**src/rtl/mwb_pkg.sv**
```systemverilog
// Shared types of the merging write buffer.
package mwb_pkg;
    // Outcome of a lookup against the pending entries.
    typedef enum logic [1:0] {
        LK_MISS     = 2'd0,
        LK_HIT      = 2'd1,
        LK_CONFLICT = 2'd2
    } lk_res_e;
endpackage

```
**src/rtl/mwb_slot_queue.sv**
```systemverilog
// Allocation-order bookkeeping for the buffer slots.
// Keeps an allocate pointer, a drain pointer and one occupied bit per slot.
// Assumes the caller never allocates into a full queue and never releases
// from an empty one.
module mwb_slot_queue #(
    parameter int DEPTH = 4,
    localparam int PTR_W = (DEPTH > 1) ? $clog2(DEPTH) : 1
) (
    input  logic             clk,
    input  logic             rst_n,
    input  logic             alloc,
    input  logic             release_head,
    output logic [PTR_W-1:0] head_idx,
    output logic [PTR_W-1:0] tail_idx,
    output logic [DEPTH-1:0] occ,
    output logic             full,
    output logic             empty
);
    logic [DEPTH-1:0] occ_d;

    // Step a slot pointer forward with wrap-around.
    function automatic logic [PTR_W-1:0] step(input logic [PTR_W-1:0] p);
        return (p == PTR_W'(DEPTH - 1)) ? '0 : p + PTR_W'(1);
    endfunction

    // Next occupied vector from this cycle's allocate and release.
    always_comb begin
        occ_d = occ;
        if (release_head) occ_d[head_idx] = 1'b0;
        if (alloc)        occ_d[tail_idx] = 1'b1;
    end

    // Pointer and occupancy registers.
    always_ff @(posedge clk) begin
        if (!rst_n) begin
            head_idx <= '0;
            tail_idx <= '0;
            occ      <= '0;
        end else begin
            occ <= occ_d;
            if (alloc)        tail_idx <= step(tail_idx);
            if (release_head) head_idx <= step(head_idx);
        end
    end

    assign full  = &occ;
    assign empty = ~|occ;
endmodule

```
**src/rtl/mwb_block_match.sv**
```systemverilog
// Compares one probe block address with every slot's block address.
// Reports whether any eligible slot matches and the youngest such slot,
// where age is counted from the drain pointer. Assumes slot_ok already
// excludes empty slots.
module mwb_block_match #(
    parameter int DEPTH = 4,
    parameter int TAG_W = 28,
    localparam int PTR_W = (DEPTH > 1) ? $clog2(DEPTH) : 1
) (
    input  logic [DEPTH-1:0][TAG_W-1:0] slot_tag,
    input  logic [DEPTH-1:0]            slot_ok,
    input  logic [PTR_W-1:0]            head_idx,
    input  logic [TAG_W-1:0]            probe,
    output logic                        any_hit,
    output logic [PTR_W-1:0]            young_idx
);
    logic [DEPTH-1:0] hit_vec;
    logic [PTR_W:0]   walk;

    // One comparator per slot.
    for (genvar g = 0; g < DEPTH; g++) begin : g_cmp
        assign hit_vec[g] = slot_ok[g] && (slot_tag[g] == probe);
    end

    assign any_hit = |hit_vec;

    // Walk from oldest to newest; the last hit seen is the youngest.
    always_comb begin
        young_idx = '0;
        walk      = '0;
        for (int k = 0; k < DEPTH; k++) begin
            walk = {1'b0, head_idx} + (PTR_W + 1)'(k);
            if (walk >= (PTR_W + 1)'(DEPTH)) walk = walk - (PTR_W + 1)'(DEPTH);
            if (hit_vec[walk[PTR_W-1:0]]) young_idx = walk[PTR_W-1:0];
        end
    end
endmodule

```
**src/rtl/mwb_lookup_sel.sv**
```systemverilog
// Classifies a lookup against the chosen entry and extracts the word.
// Assumes at least two words per block.
module mwb_lookup_sel
    import mwb_pkg::*;
#(
    parameter int BLOCK_BYTES = 16,
    parameter int WORD_BYTES  = 4,
    localparam int WOFF_W = $clog2(BLOCK_BYTES / WORD_BYTES)
) (
    input  logic                      any_match,
    input  logic [BLOCK_BYTES*8-1:0]  sel_data,
    input  logic [BLOCK_BYTES-1:0]    sel_mask,
    input  logic [WOFF_W-1:0]         word_off,
    input  logic [WORD_BYTES-1:0]     req_be,
    output lk_res_e                   res,
    output logic [WORD_BYTES*8-1:0]   word_data
);
    logic [WORD_BYTES-1:0] word_mask;

    // Pick the addressed word and its valid bits out of the block.
    always_comb begin
        word_mask = sel_mask[word_off*WORD_BYTES +: WORD_BYTES];
        word_data = sel_data[word_off*WORD_BYTES*8 +: WORD_BYTES*8];
    end

    // Hit needs every requested byte; a bare block match is a conflict.
    always_comb begin
        if (!any_match)                          res = LK_MISS;
        else if ((word_mask & req_be) == req_be) res = LK_HIT;
        else                                     res = LK_CONFLICT;
    end
endmodule

```
**src/rtl/mwb_merge_buffer.sv**
```systemverilog
// Merging write buffer between a cache and lower memory.
// Writes are captured in a small set of block-sized entries; writes into a
// block already pending (and not on the drain port) are merged byte-wise.
// Entries drain oldest first. A lookup port reports buffered data.
// Assumes word-aligned write and lookup addresses, WORD_BYTES >= 2 and at
// least two words per block. Lookups see the state before this cycle's write.
module mwb_merge_buffer
    import mwb_pkg::*;
#(
    parameter int ADDR_W      = 32,
    parameter int BLOCK_BYTES = 16,
    parameter int WORD_BYTES  = 4,
    parameter int DEPTH       = 4
) (
    input  logic                     clk,
    input  logic                     rst_n,
    input  logic                     wr_valid,
    output logic                     wr_ready,
    input  logic [ADDR_W-1:0]        wr_addr,
    input  logic [WORD_BYTES*8-1:0]  wr_data,
    input  logic [WORD_BYTES-1:0]    wr_be,
    output logic                     drn_valid,
    input  logic                     drn_ready,
    output logic [ADDR_W-1:0]        drn_addr,
    output logic [BLOCK_BYTES*8-1:0] drn_data,
    output logic [BLOCK_BYTES-1:0]   drn_mask,
    input  logic                     lk_valid,
    input  logic [ADDR_W-1:0]        lk_addr,
    input  logic [WORD_BYTES-1:0]    lk_be,
    output logic                     lk_hit,
    output logic                     lk_conflict,
    output logic [WORD_BYTES*8-1:0]  lk_data
);
    localparam int OFF_W  = $clog2(BLOCK_BYTES);
    localparam int WB_W   = $clog2(WORD_BYTES);
    localparam int WOFF_W = OFF_W - WB_W;
    localparam int TAG_W  = ADDR_W - OFF_W;
    localparam int BLK_W  = BLOCK_BYTES * 8;
    localparam int PTR_W  = (DEPTH > 1) ? $clog2(DEPTH) : 1;

    logic [DEPTH-1:0][TAG_W-1:0]       tag_q;
    logic [DEPTH-1:0][BLK_W-1:0]       data_q;
    logic [DEPTH-1:0][BLOCK_BYTES-1:0] mask_q;

    logic [PTR_W-1:0] head_idx, tail_idx, wr_idx, lk_idx;
    logic [DEPTH-1:0] occ, locked, merge_ok;
    logic             full, empty;
    logic             wr_any, lk_any;
    logic             wr_fire, do_merge, do_alloc, pop;
    logic [TAG_W-1:0] wr_tag, lk_tag;
    logic [WOFF_W-1:0] wr_woff, lk_woff;
    logic [BLOCK_BYTES-1:0] lane_mask;
    logic [BLK_W-1:0]       lane_data, lane_bits;
    lk_res_e                lk_res;
    logic                   unused_low_bits;

    assign wr_tag  = wr_addr[ADDR_W-1:OFF_W];
    assign lk_tag  = lk_addr[ADDR_W-1:OFF_W];
    assign wr_woff = wr_addr[OFF_W-1:WB_W];
    assign lk_woff = lk_addr[OFF_W-1:WB_W];
    assign unused_low_bits = ^{wr_addr[WB_W-1:0], lk_addr[WB_W-1:0], empty};

    // Slot ordering and occupancy.
    mwb_slot_queue #(.DEPTH(DEPTH)) u_queue (
        .clk          (clk),
        .rst_n        (rst_n),
        .alloc        (do_alloc),
        .release_head (pop),
        .head_idx     (head_idx),
        .tail_idx     (tail_idx),
        .occ          (occ),
        .full         (full),
        .empty        (empty)
    );

    // The oldest entry is offered downstream and locked while offered.
    always_comb begin
        locked           = '0;
        locked[head_idx] = drn_valid;
    end

    assign drn_valid = occ[head_idx];
    assign drn_addr  = {tag_q[head_idx], {OFF_W{1'b0}}};
    assign drn_data  = data_q[head_idx];
    assign drn_mask  = mask_q[head_idx];
    assign pop       = drn_valid & drn_ready;
    assign merge_ok  = occ & ~locked;

    // Search for a merge target among unlocked pending entries.
    mwb_block_match #(.DEPTH(DEPTH), .TAG_W(TAG_W)) u_wr_match (
        .slot_tag  (tag_q),
        .slot_ok   (merge_ok),
        .head_idx  (head_idx),
        .probe     (wr_tag),
        .any_hit   (wr_any),
        .young_idx (wr_idx)
    );

    // Write acceptance and the choice between merge and allocation.
    assign wr_ready = wr_any | ~full;
    assign wr_fire  = wr_valid & wr_ready;
    assign do_merge = wr_fire & (|wr_be) & wr_any;
    assign do_alloc = wr_fire & (|wr_be) & ~wr_any;

    // Spread the write word and its enables across the block lanes.
    always_comb begin
        for (int b = 0; b < BLOCK_BYTES; b++) begin
            lane_mask[b]        = (WOFF_W'(b / WORD_BYTES) == wr_woff) && wr_be[b % WORD_BYTES];
            lane_data[b*8 +: 8] = lane_mask[b] ? wr_data[(b % WORD_BYTES)*8 +: 8] : 8'h00;
            lane_bits[b*8 +: 8] = {8{lane_mask[b]}};
        end
    end

    // Entry storage: fresh fill on allocation, byte overwrite on merge.
    always_ff @(posedge clk) begin
        if (!rst_n) begin
            tag_q  <= '0;
            data_q <= '0;
            mask_q <= '0;
        end else begin
            if (do_alloc) begin
                tag_q[tail_idx]  <= wr_tag;
                data_q[tail_idx] <= lane_data;
                mask_q[tail_idx] <= lane_mask;
            end
            if (do_merge) begin
                data_q[wr_idx] <= (data_q[wr_idx] & ~lane_bits) | lane_data;
                mask_q[wr_idx] <= mask_q[wr_idx] | lane_mask;
            end
        end
    end

    // Search for the newest pending copy of the looked-up block.
    mwb_block_match #(.DEPTH(DEPTH), .TAG_W(TAG_W)) u_lk_match (
        .slot_tag  (tag_q),
        .slot_ok   (occ),
        .head_idx  (head_idx),
        .probe     (lk_tag),
        .any_hit   (lk_any),
        .young_idx (lk_idx)
    );

    // Classify the lookup against that entry.
    mwb_lookup_sel #(.BLOCK_BYTES(BLOCK_BYTES), .WORD_BYTES(WORD_BYTES)) u_lk_sel (
        .any_match (lk_valid & lk_any),
        .sel_data  (data_q[lk_idx]),
        .sel_mask  (mask_q[lk_idx]),
        .word_off  (lk_woff),
        .req_be    (lk_be),
        .res       (lk_res),
        .word_data (lk_data)
    );

    assign lk_hit      = (lk_res == LK_HIT);
    assign lk_conflict = (lk_res == LK_CONFLICT);
endmodule

```
**config.mk**
```make
export PLATFORM = sky130hd
export DESIGN_NAME = mwb_merge_buffer
export DESIGN_NICKNAME = d
export VERILOG_FILES = /design/src/rtl/mwb_pkg.sv /design/src/rtl/mwb_slot_queue.sv /design/src/rtl/mwb_block_match.sv /design/src/rtl/mwb_lookup_sel.sv /design/src/rtl/mwb_merge_buffer.sv
export SDC_FILE = /design/constraint.sdc
export NUM_CORES = 2
export LEC_CHECK = 0
export CAP_MARGIN = 20
export CORE_MARGIN = 3
export CORE_UTILIZATION = 25
export CTS_BUF_LIST = sky130_fd_sc_hd__clkbuf_4 sky130_fd_sc_hd__clkbuf_8
export DETAILED_ROUTE_END_ITERATION = 7
export DONT_BUFFER_PORTS = 1
export SLEW_MARGIN = 20
export SYNTH_ARGS = -nofsm -noshare
export SYNTH_HDL_FRONTEND = slang
export SYNTH_SLANG_ARGS = --single-unit
```
**constraint.sdc**
```tcl
create_clock -name clk -period 9.4 [get_ports clk]
set_input_delay 1.88 -clock clk [delete_from_list [all_inputs] [get_ports clk]]
set_output_delay 1.88 -clock clk [all_outputs]
set_load 0.005 [all_outputs]
```
==> flow_summary.json <==
{
  "combPwrFrac": 0.113,
  "synth.distinct_cells": 70,
  "fin_hold_ws_ps": 526,
  "final_common_cell": "nand2_1",
  "ios": 321,
  "drt-pass1-iter-count": 8,
  "end_kind": "output port",
  "port_buffers": 0,
  "cts_sinks": 696,
  "synthFlopType": "dfxtp_1",
  "cap_violations": 0,
  "outcome": "finished, violations left",
  "cts.repair.resized": 0,
  "yosys.area.top_type_share": 0.284,
  "critPathKind": "input pin to output port",
  "worstSkewPairLatency_ps": 930,
  "grt_use_total": 0.211,
  "cp-start-kind": "input pin",
  "synthArstFlopShare": 0,
  "htreeDepth": 3,
  "synth_area_um2": 49100,
  "grt_pass1_vias": 46279,
  "r2r_cells": 12,
  "p_int_mw": 4.87,
  "p_switching_mw": 2.06,
  "worstHoldStart": "tag_q[100]$_SDFFE_PN0P_",
  "pwr-share-clk": 0.445,
  "cp.arrival_ps": 6640,
  "utilization": 0.274,
  "dp_hpwl_um": 142000,
  "antenna_found_initial": 17,
  "fin_tns_setup_ps": 0,
  "num_rows": 162,
  "layout.cells.most_common_list": "1846 x nand2_1, 694 x dfxtp_1, 543 x nand3_1",
  "wl_um": 225000,
  "setup_viol": 0,
  "core_um2": 195000,
  "yosysTopAreaCell": "dfxtp_1",
  "synth.avg_cell_area_um2": 7.99,
  "violations": "design-rule violations",
  "final-hold-violation-count": 0,
  "dieHeight_um": 449,
  "worst_ep_required_time_ps": 7520,
  "worst_pin_slew_ps": 1240,
  "grt_pass1_wl_um": 324000,
  "cts_tree": "done",
  "maxSlewHeadroom": 0.175,
  "vias_per_cell": 5.81,
  "slew_viol_final": 0,
  "root_buffer": "clkbuf_8",
  "switching_share": 0.297,
  "via_count": 49289,
  "cts.reportedPaths.clkPinSlew_ps": 70,
  "overflow": 0,
  "synth.area.top_cells": "dfxtp_1 28%, nand2_1 14%, mux4_2 11%, o211a_1 10%, mux2i_1 6.5%",
  "cts_setup_buffers": 0,
  "globalplace.congestion": 0.972,
  "worstPathMaxFanout": 25,
  "rsz0062_at_grt": "false",
  "drt_iter0_markers": 6526,
  "drt-wirelength-per-cell_um": 26.5,
  "start_util": 0.252,
  "ctsHoldBuffers": 0,
  "ys_seq_area_frac": 0.284,
  "min_period_ps": 8520,
  "antenna_left": 0,
  "fmax_ghz": 0.117,
  "p_leak_nw": 22.3,
  "synthCells": 6145,
  "cp-startpoint": "lk_addr[20]",
  "cellPowerDensity_nw_per_um2": 130,
  "vdd_drop_max_uv": 105,
  "synth_seq_cells": 696,
  "endpoint": "lk_data[13]",
  "drive_gt1_frac": 0.0996,
  "reg2reg_slack_ps": 3260,
  "cts-buffers-inserted": 119,
  "synth_edf_count": 0,
  "r2r-start": "u_queue.head_idx[1]$_SDFFE_PN0P_",
  "die_w_um": 449,
  "r2r-end": "data_q[188]$_SDFF_PN0_",
  "areaGrowthSynthToFinish_pct": 8.94,
  "die_area_um2": 202000,
  "nets": 5864,
  "grt_max_degree": 697,
  "fin_crit_sh": 0.906,
  "drc": 3,
  "cts.path.max_buffers": 3,
  "ys_warn_count": 0,
  "p_seq_frac": 0.442,
  "hp-class": "flip-flop to flip-flop",
  "skew_ps": 127,
  "hold_depth": 2
}
-- synthesized netlist by cell type, drive strengths merged, types with 24 or more instances --
| cell type | n |
|---|---|
| nand2 | 1850 |
| dfxtp | 696 |
| nand3 | 545 |
| o211a | 513 |
| clkbuf | 398 |
| mux2i | 321 |
| a31oi | 261 |
| mux4 | 241 |
| buf | 209 |
| nor2 | 170 |
| xnor2 | 131 |
| a21boi | 118 |
| and3 | 108 |
| xor2 | 87 |
| a21oi | 86 |
| nand4 | 67 |
| and2 | 55 |
| o21ai | 47 |
| nor4 | 41 |
| o221ai | 30 |
| o41ai | 24 |
-- power groups by stage --
stage | registers [mW] | logic (mW) | clock network [mW]
after detailed placement | 3.13 | 0.719 | 0
after global placement | 3.12 | 0.714 | 0
after CTS | 3.06 | 0.721 | 3.11
final | 3.06 | 0.784 | 3.08
after floorplan | 3.10 | 0.530 | 0
after global routing | 3.07 | 0.821 | 3.23
-- metal layers --
metal  routed length, µm  track usage  part of all wire
met1               83000        0.255              0.37
met2               97700        0.319              0.43
met3               26900       0.0679              0.12
met4               17100        0.145             0.076
met5                  35            0           0.00016
-- worst max-delay path, stage by stage --
cell and delay [ps]:
xor2_1 130, nor4_1 490, nand4_1 540, or3_1 500, and4b_1 230, a32oi_4 800
buf_12 320, buf_4 310, mux2i_1 120, mux4_2 600, mux2i_1 660
-- cells by family after synthesis --
family	count (synthesis)	share of synthesized area
buffers and inverters	622	0.0553
and+or+nand+nor	2898	0.253
xor gates and xnor gates	218	0.0392
other	1	0.0000764
DFF	696	0.284
muxes	579	0.180
adders and majority gates	8	0.00204
AOI/OAI and AO/OA	1123	0.187
-- sequential cells by signal (all words and copies together), names as in the netlist --
register and flops:
data_q 512, tag_q 112, mask_q 64, u_queue.occ 4, u_queue.head_idx 2, u_queue.tail_idx 2
-- cell type report --
| type | instances | area (µm²) |
|---|---|---|
| multi-input combinational | 4830 | 32600 |
| clock inverter | 17 | 195 |
| inverter | 15 | 58.8 |
| tap | 2624 | 3280 |
| antenna | 25 | 62.6 |
| fill | 20606 | 142000 |
| sequential | 696 | 13900 |
| clock buffer | 188 | 2380 |
| timing repair buffer | 85 | 948 |
-- per-stage QoR --
step           area, µm²  total power [mW]  instances  setup slack (ps)
2_1_floorplan      49100              3.63       6148              2590
3_3_place_gp       50800              3.84       8247              1280
3_5_place_dp       50800              3.84       8247              1290
4_1_cts            53400              6.89       8452              1160
5_1_grt            53500              7.12       8474               724
6_report           53500              6.93       8480               882
-- worst min-delay path by stage --
stage	to	slack [ps]
final	tag_q[100]$_SDFFE_PN0P_	530
after CTS	tag_q[100]$_SDFFE_PN0P_	530
after detailed placement	tag_q[100]$_SDFFE_PN0P_	520
after floorplan	tag_q[31]$_SDFFE_PN0P_	490
after global placement	tag_q[39]$_SDFFE_PN0P_	510
after global routing	tag_q[90]$_SDFFE_PN0P_	560
Note: power is estimated with default switching activity, not from simulation.
